File: src/rtl/sstx_pkg.sv
package sstx_pkg;
  localparam logic LINE_IDLE = 1'b1;

  function automatic int frame_bits(input int data_w, input logic ninth);
    return ninth ? data_w + 1 : data_w;
  endfunction
endpackage

File: src/rtl/sstx_edge_sync.sv
module sstx_edge_sync #(
  parameter int STAGES = 2
) (
  input  logic clk,
  input  logic rst_n,
  input  logic sck_in,
  input  logic pol,
  output logic act_edge
);
  logic [STAGES-1:0] chain;
  logic              last_q;

  generate
    for (genvar g = 0; g < STAGES; g++) begin : g_stage
      if (g == 0) begin : g_first
        always_ff @(posedge clk or negedge rst_n)
          if (!rst_n) chain[g] <= 1'b0;
          else        chain[g] <= sck_in;
      end else begin : g_next
        always_ff @(posedge clk or negedge rst_n)
          if (!rst_n) chain[g] <= 1'b0;
          else        chain[g] <= chain[g-1];
      end
    end
  endgenerate

  always_ff @(posedge clk or negedge rst_n)
    if (!rst_n) last_q <= 1'b0;
    else        last_q <= chain[STAGES-1];

  logic rise, fall;
  always_comb begin
    rise     = chain[STAGES-1] & ~last_q;
    fall     = ~chain[STAGES-1] & last_q;
    act_edge = pol ? fall : rise;
  end
endmodule

File: src/rtl/sstx_hold.sv
module sstx_hold #(
  parameter int WORD_W = 9
) (
  input  logic              clk,
  input  logic              rst_n,
  input  logic              clr,
  input  logic              put,
  input  logic [WORD_W-1:0] put_word,
  input  logic              take,
  output logic              full,
  output logic [WORD_W-1:0] word
);
  always_ff @(posedge clk or negedge rst_n) begin
    if (!rst_n) begin
      full <= 1'b0;
      word <= '0;
    end else if (clr) begin
      full <= 1'b0;
    end else if (put) begin
      full <= 1'b1;
      word <= put_word;
    end else if (take) begin
      full <= 1'b0;
    end
  end
endmodule

File: src/rtl/sstx_shift.sv
module sstx_shift
  import sstx_pkg::*;
#(
  parameter int DATA_W = 8
) (
  input  logic            clk,
  input  logic            rst_n,
  input  logic            clr,
  input  logic            ninth,
  input  logic            load,
  input  logic [DATA_W:0] load_word,
  input  logic            adv,
  output logic            busy,
  output logic            last,
  output logic            sdo
);
  localparam int FRM_W = DATA_W + 1;
  localparam int CNT_W = $clog2(FRM_W);

  logic [FRM_W-1:0] sreg;
  logic [CNT_W-1:0] remain;

  always_ff @(posedge clk or negedge rst_n) begin
    if (!rst_n) begin
      busy   <= 1'b0;
      sreg   <= '1;
      remain <= '0;
    end else if (clr) begin
      busy   <= 1'b0;
      sreg   <= '1;
      remain <= '0;
    end else if (load) begin
      busy   <= 1'b1;
      sreg   <= load_word;
      remain <= CNT_W'(frame_bits(DATA_W, ninth) - 1);
    end else if (adv && busy) begin
      if (remain == '0) begin
        busy <= 1'b0;
        sreg <= '1;
      end else begin
        sreg   <= {LINE_IDLE, sreg[FRM_W-1:1]};
        remain <= remain - 1'b1;
      end
    end
  end

  always_comb begin
    last = busy && (remain == '0);
    sdo  = busy ? sreg[0] : LINE_IDLE;
  end
endmodule

File: src/rtl/sync_slave_tx.sv
module sync_slave_tx
  import sstx_pkg::*;
#(
  parameter int DATA_W      = 8,
  parameter int SYNC_STAGES = 2
) (
  input  logic              clk,
  input  logic              rst_n,
  input  logic              port_en,
  input  logic              tx_en,
  input  logic              nine_bit,
  input  logic              sck_pol,
  input  logic              irq_en,
  input  logic              ext_sck,
  input  logic              wr_valid,
  output logic              wr_ready,
  input  logic [DATA_W-1:0] wr_data,
  input  logic              wr_bit9,
  output logic              sdo,
  output logic              hold_empty,
  output logic              shift_empty,
  output logic              irq
);
  localparam int WORD_W = DATA_W + 1;

  logic              on, act_edge, hold_full, sh_busy, sh_last;
  logic              put, load, frame_done;
  logic [WORD_W-1:0] hold_word;

  assign on = port_en & tx_en;

  sstx_edge_sync #(.STAGES(SYNC_STAGES)) u_sync (
    .clk(clk), .rst_n(rst_n), .sck_in(ext_sck), .pol(sck_pol), .act_edge(act_edge)
  );

  always_comb begin
    wr_ready   = on & ~hold_full;
    put        = wr_valid & wr_ready;
    frame_done = act_edge & sh_last;
    load       = on & hold_full & (~sh_busy | frame_done);
  end

  sstx_hold #(.WORD_W(WORD_W)) u_hold (
    .clk(clk), .rst_n(rst_n), .clr(~on), .put(put),
    .put_word({wr_bit9, wr_data}), .take(load), .full(hold_full), .word(hold_word)
  );

  sstx_shift #(.DATA_W(DATA_W)) u_shift (
    .clk(clk), .rst_n(rst_n), .clr(~on), .ninth(nine_bit), .load(load),
    .load_word(hold_word), .adv(act_edge), .busy(sh_busy), .last(sh_last), .sdo(sdo)
  );

  always_comb begin
    hold_empty  = ~hold_full;
    shift_empty = ~sh_busy;
    irq         = irq_en & hold_empty;
  end
endmodule

File: config.mk
export PLATFORM = sky130hd
export DESIGN_NAME = sync_slave_tx
export DESIGN_NICKNAME = d
export VERILOG_FILES = /design/src/rtl/sstx_pkg.sv /design/src/rtl/sstx_edge_sync.sv /design/src/rtl/sstx_hold.sv /design/src/rtl/sstx_shift.sv /design/src/rtl/sync_slave_tx.sv
export SDC_FILE = /design/constraint.sdc
export NUM_CORES = 1
export LEC_CHECK = 0
export BUFFER_PORTS_ARGS = -buffer_cell sky130_fd_sc_hd__buf_4
export CAP_MARGIN = 40
export CORE_MARGIN = 2
export CORE_UTILIZATION = 48
export DETAILED_ROUTE_END_ITERATION = 7
export GPL_ROUTABILITY_DRIVEN = 0
export PLACE_DENSITY_LB_ADDON = 0.3
export SKIP_CTS_REPAIR_TIMING = 1
export SYNTH_ARGS = -nofsm -noshare
export SYNTH_HDL_FRONTEND = slang
export SYNTH_SLANG_ARGS = --single-unit
File: constraint.sdc
create_clock -name clk -period 2.1 [get_ports clk]
set_clock_uncertainty 0.15 [all_clocks]
set_input_delay 0.525 -clock clk [delete_from_list [all_inputs] [get_ports clk]]
set_output_delay 0.525 -clock clk [all_outputs]
set_load 0.005 [all_outputs]
; ---- Word-level counts from Yosys, hierarchy flattened
; Cells that the tools add are included.
[classes]
addsub = 2
eq_ne = 4
muxes = 18
n_bitwise = 14
reduce_logical = 6
[op_table]
columns = operator, count
row1 = 9-bit two-way mux, 3
row2 = 4-bit two-way mux, 4
row3 = 1-bit two-way mux, 10
row4 = 1-bit bitwise AND, 9
row5 = 3-bit by 1-bit != test with 1-bit output (second input constant), 3
row6 = 8-bit two-way mux, 1
row7 = 2-bit AND reduction, 3
row8 = 4-bit logical NOT, 1
row9 = 1-bit NOT, 4
row10 = 4-bit by 1-bit subtractor with 4-bit output (second input constant), 1
row11 = 4-bit by 2-bit subtractor with 4-bit output (second input constant), 1
row12 = 3-bit != test (second input constant), 1
row13 = 1-bit logical AND, 2
row14 = 1-bit OR, 1
[totals]
register_bits = 27
input_bits = 18
output_inout_bits = 5
elab_cells = 52

; ---- Logic depth before layout (Yosys ltp)
; Gate-level depths: netlist of the first run.
[depth]
depth_word = 9
depth_mapped = 8
depth_no_buf = 7

; ---- By module
; From an unflattened synthesis of the first run, not the netlist that was laid out.
[hier_totals]
hier_cells = 120
area_unflattened_um2 = 1343.8
[by_module_without_submodules]
columns = mod, n_inst, cells_each, area_per_inst_um2
row1 = sstx_shift, 1, 82, 765.7
row2 = sstx_hold, 1, 24, 425.4
row3 = sstx_edge_sync, 1, 6, 97.6
row4 = sync_slave_tx, 1, 8, 55.1

; ---- Worst setup path after synthesis of the first run
; No wires, ideal clock.
[synth_timing]
path_kind = flip-flop to flip-flop
startpoint = register u_shift.remain[0]
endpoint = register u_shift.remain[2]
setup_ns = 0.124
t_arrival_ns = 1.773
setup_slack_ns = 0.053
stages_incl_launch_ff = 8
n_path_buf = 0
synth_period_minus_slack_ns = 2.047
cell_sequence = dfrtp_1 > inv_1 > ha_1 > or3b_1 > o21ba_2 > o211ai_1 > a32o_1 > a211o_1
[synth_between]
elab_chain_len = 7
word_cells_on_any_way = 13
[synth_lines]
columns = item, line
row1 = start: declaration, sstx_shift.sv:21  ; logic [CNT_W-1:0] remain;
row2 = start signal: assignment, sstx_shift.sv:35  ; remain <= CNT_W'(frame_bits(DATA_W, ninth) - 1);
row3 = start signal: assignment, sstx_shift.sv:42  ; remain <= remain - 1'b1;
row4 = "parallel branches: the longest is 7 deep, another holds 4-bit by 1-bit subtractor with 4-bit output", n/a
; Several ways; the timed one is not identified. The select of a mux whose other input is x is not followed.
; A chain may end at the register's enable or synchronous reset.

; ---- Final worst setup path of the first run
[layout_timing]
startpoint = register u_shift.remain[0]
endpoint = register u_shift.remain[3]
; The elaborated chain is that of the path after synthesis.

==> flow_summary.ini, run 1 <==
[status]
outcome = complete, but fails checks
violations = negative setup slack

[global_routing]
antenna_found_initial = 0
grt_max_degree = 28
globalRouteOverflowTotal = 0
grt_pass1_wl_um = 4340
grt_usage_pct = 20.56
grt_pass1_vias = 1001

[yosys]
synth.distinct_cells = 36
synth-xor-area-share_pct = 0
synth_top_family_by_area = simple AND/OR/NAND/NOR gates
synth-adder-area-share_pct = 2.018
synth_common_cells = 18 x dfrtp_1, 11 x nand2_1, 9 x dfstp_2, 9 x mux2_2
yosys.area.top_type = dfrtp_1
synth_edf_count = 0
synth_compound_area_share_pct = 15.14
synth_nets = 134
postSynth.asyncResetShare_pct = 100.0
synth.area.top_cells = dfrtp_1 36%, dfstp_2 19%, mux2_2 8.2%, o22ai_1 4.0%, nand2_1 3.3%
ys_seq_area_share_pct = 55.40
ys.flop_type = dfrtp_1
syn_inst = 114
ys_warn_count = 0
synthMuxAreaShare_pct = 8.174
ys_ff_latch = 27
syn_area_mm2 = 0.001240
synth-simple-area-share_pct = 16.04
synth.most_common_cell = dfrtp_1
syn_area_per_cell_um2 = 10.88
synth_top_area_share_pct = 36.33

[sta]
period_needed_ns = 2.132
finalCritPeriodShare_pct = 101.5
maxSlewHeadroom_pct = 71.39
setup_viol = 2
fmax_mhz = 469.0
finalHoldViolCount = 0
finalMaxSlewViolations = 0
setup_ws_ns = -0.03204
worstMarginPinSlew_ns = 0.4279
rsz0062_at_grt = true

[critical_path]
critical_path_buf_inv_count = 2
cp-start-kind = register
crit_chain = inv_2, ha_4, or3b_4, buf_4, nor2_1, or3_4, or4_1, a31oi_1
crit_start = u_shift.remain[0]
critPathMaxFanout = 5
arrival_ns = 2.23
crit_type = reg2reg
crit_family = simple AND/OR/NAND/NOR gates
cp.required_ns = 2.20
cp_slowest_cell = or4_1
regToRegStartpoint = u_shift.remain[0]
cp_slowest_stage_delay_ns = 0.43
worstSetupEndpointType = register

[final_layout]
multi_input_area_um2 = 576.8
antenna_cells = 0
fin_nets = 171
final_util_pct = 66.26
final_layout_size_suffix_gt1_share_pct = 48.00
fillers = 202
seq_area_um2 = 686.9
area_growth_pct = 31.18

[power_and_ir_drop]
cellLeakagePower_uw = 0.0006990
finalPower_uw = 998.2
ir_worst_vdd_mv = 0.5764
powerDensity_mw_per_mm2 = 613.7

[cts]
root_buffer = clkbuf_4
clk_pin_slew_ns = 0.14
cts_htree_levels = 1
numCtsBuffers = 3
clkLatencyLatePin_ns = 0.32
cts.sinks = 27
ctsLongestPathBuffers = 2
cts_tree = yes

[route]
wirelength_um = 2751
drt_iter0_drc = 15
avgRoutedWirePerCell_um = 15.28
first_pass_iters = 4
drcViolationCount = 0
postRouteAntennaNets = 0
vias = 977
drt-vias-per-instance = 5.428

[die]
die_area_mm2 = 0.003006
die_height_um = 54.83
coreArea_mm2 = 0.002455
die_x_um = 54.83
io-pin-count = 23
start_util_pct = 50.51
core.rowCount = 18

[worst_hold_path]
hp-class = in2reg
worstHoldStart = ext_sck

[place]
dpl.hpwl_um = 1917
numPortBuffers = 22
place_worst_setup_slack_ns = -0.1191

[job]
cap_violations = 0
[metrics by stage]
stage,setup TNS [ns],hold WS [ns],cell area [µm²],instances
3_5_place_dp,-0.3261,0.1918,1511,173
4_1_cts,-0.1257,-0.06147,1538,177
5_1_grt,-0.5977,0.1236,1627,180
6_report,-0.04619,0.1533,1627,180
3_3_place_gp,-0.08457,0.1942,1511,173
2_1_floorplan,0,0.07941,1240,114
[metal layers]
metal	part of all wire, %	routed length (µm)	global-route usage [%]	vias up
met5	0	0	0	-
met4	1.3	37	7.083	0
met3	4.9	135	4.918	4
met2	53	1457	36.51	25
met1	41	1122	23.90	468
li1	-	-	-	480
[logic make-up after synthesis]
logic type / count (synthesis)
simple gates: 37
flops: 27
fa+ha+maj: 2
compound gates: 29
buf+inv: 10
mux: 9
[placed cells by master (no fill, tap or decap), types with 2 or more instances in the layout]
cell and instances:
a21oi_1 3, a31oi_1 2, buf_4 36, clkbuf_4 3
dfrtp_1 18, dfstp_2 9, inv_1 2, inv_2 3
mux2_2 9, nand2_1 11, nand2b_1 3, nand3_1 3
nor2_1 6, nor3_1 2, o21ai_1 8, o22ai_1 3
o22ai_2 5, or3_1 2
[flip-flops by register name, summed over array words and instances (netlist names)]
| signal | count |
|---|---|
| u_sync.chain | 2 |
| u_sync.last_q | 1 |
| u_shift.sreg | 9 |
| u_shift.busy | 1 |
| u_hold.full | 1 |
| u_shift.remain | 4 |
| u_hold.word | 9 |
[power by group]
part	leakage (µW)	internal [µW]	switching, µW	total, µW
Combinational	0.000365	93.4	66.2	160
Clock	0.0000150	74.3	143	218
Sequential	0.000319	584	37.1	621
[area by class of cell]
cell class                 count  area share, %
clock buffer                   4          1.615
multi-input combinational     77          35.46
inverter                       5          1.154
sequential                    27          42.23
tap                           30          2.308
timing repair buffer          37          17.23
[path summary, 6_finish.rpt]
check | cells past startpoint | endpoint | slack, ns
worst min register to register | 0 | u_sync.chain[1] | 0.23
worst max-delay path | 8 | u_shift.remain[3] | -0.03
max in group asynchronous | 2 | u_shift.sreg[4] | 1.01
worst max register to register | 8 | u_shift.remain[3] | -0.03
worst min-delay path | 1 | u_sync.chain[0] | 0.15
min in group asynchronous | 2 | u_hold.word[0] | 0.48
No activity file was read; power rests on OpenSTA's default activity.
==> run 2, diff against run 1 <==
CORE_ASPECT_RATIO = 1.2   (was unset)
==> flow_summary.ini, run 2 (same netlist as run 1, synthesis figures left out) <==
[power_and_ir_drop]
powerDensity_mw_per_mm2 = 616.5
finalPower_uw = 1011
pwr-share-seq_pct = 61.2
cellLeakagePower_uw = 0.0006997
switchingPower_uw = 261.4
p_clk_share_pct = 23.2
ir_worst_vdd_mv = 0.5742
swShare_pct = 25.84
p_int_uw = 750.0
comb_power_share_pct = 15.6

[route]
postRouteAntennaNets = 0
drt-vias-per-instance = 5.454
vias = 998
first_pass_iters = 4
wirelength_um = 2589
drcViolationCount = 0
drt_iter0_drc = 24
avgRoutedWirePerCell_um = 14.15

[global_routing]
grt_pass1_wl_um = 4153
antenna_found_initial = 0
grt_pass1_vias = 1001
grt_usage_pct = 18.30
grt_max_degree = 28
globalRouteOverflowTotal = 0

[critical_path]
cp_slowest_cell = dfrtp_1
cp_slowest_stage_delay_ns = 0.39
crit_start = u_shift.remain[0]
critPathMaxFanout = 5
arrival_ns = 2.21
crit_chain = inv_2, ha_4, or3b_4, buf_4, nor2_1, or3_4, buf_4, nor4b_2, a211o_1
cp-start-kind = register
cp.required_ns = 2.23
regToRegStartpoint = u_shift.remain[0]
cpMostUsedCell = buf_4
crit_type = reg2reg
worstSetupEndpointType = register

[final_layout]
fin_nets = 171
mostFrequentLayoutCells = 36 x buf_4, 18 x dfrtp_1, 11 x nand2_1
final_layout_size_suffix_gt1_share_pct = 49.33
layout_commonest_cell = buf_4
seq_area_um2 = 686.9
fillers = 199
reg_top3 = u_hold.word (9), u_shift.sreg (9), u_shift.remain (4)
multi_input_area_um2 = 583.1
antenna_cells = 0
fin_cells = 183
area_growth_pct = 32.29

[die]
die_x_um = 50.40
coreArea_mm2 = 0.002502
io-pin-count = 23
die_height_um = 59.68
die_area_mm2 = 0.003007
start_util_pct = 49.55
core.rowCount = 20

[sta]
worstMarginPinSlew_ns = 0.4335
maxSlewHeadroom_pct = 71.02
rsz0062_at_grt = true
setup_viol = 0
fmax_mhz = 480.1
finalMaxSlewViolations = 0
period_needed_ns = 2.083
finalCritPeriodShare_pct = 99.19
finalHoldViolCount = 0
fin_tns_setup_ns = 0

[cts]
cts.sinks = 27
root_buffer = clkbuf_4
clkLatencyLatePin_ns = 0.34
ctsLongestPathBuffers = 2
cts_tree = yes
clk_pin_slew_ns = 0.16
numCtsBuffers = 3
cts_htree_levels = 1

[place]
numPortBuffers = 22
placed_cells = 175
dpl.hpwl_um = 1830

[worst_hold_path]
worstHoldStart = ext_sck
hp-class = in2reg

[status]
outcome = finished, final reports clean

[job]
cap_violations = 0
run 2: worst paths after layout:
| kind | end | slack [ns] | cells after the start |
|---|---|---|---|
| max | u_shift.remain[2] | 0.02 | 9 |
| min | u_sync.chain[0] | 0.13 | 1 |
| max reg2reg | u_shift.remain[2] | 0.02 | 9 |
| min reg2reg | u_sync.chain[1] | 0.23 | 0 |
| max in group asynchronous | u_shift.sreg[1] | 1.04 | 2 |
| min in group asynchronous | u_sync.chain[0] | 0.45 | 2 |
run 2: critical path: cells and delay by family (launching register included):
kind                       cells  cell delay [ns]
buffers and inverters          3             0.32
AOI/OAI and AO/OA              1             0.17
DFF                            1             0.39
and+or+nand+nor                4             0.86
adders and majority gates      1             0.14
run 2: layout make-up:
type / count / share of cell area [%]
Tap cell: 33 / 2.517
Timing Repair Buffer: 37 / 17.09
Inverter: 5 / 1.144
Clock buffer: 3 / 1.373
Multi-Input combinational cell: 77 / 35.55
Sequential cell: 27 / 41.88
Clock inverter: 1 / 0.4577
run 2: layer usage:
layer	vias to the layer above	part of all wire (%)	global-route usage (%)
met5	-	0	0
met3	2	4.0	3.250
met4	0	0.54	8.494
met2	21	52	34.21
li1	482	-	-
met1	493	43	20.10
run 2: power by group through the flow:
| stage | logic (µW) | clock network [µW] | registers (µW) |
|---|---|---|---|
| final | 157 | 235 | 619 |
| after global routing | 174 | 252 | 627 |
| after detailed placement | 146 | 0 | 624 |
| after global placement | 140 | 0 | 621 |
| after floorplan | 85.1 | 0 | 612 |
| after CTS | 146 | 242 | 614 |
run 2: metrics by stage:
stage,worst slack (ns),hold WS (ns),util (%),cell area (µm²)
2_1_floorplan,0.05322,0.07941,-,1240
3_3_place_gp,-0.07855,0.1899,60.25,1508
3_5_place_dp,-0.1037,0.1971,60.25,1508
4_1_cts,-0.06049,-0.08804,61.45,1538
5_1_grt,-0.05184,0.1162,65.55,1640
6_report,0.01696,0.1274,65.55,1640
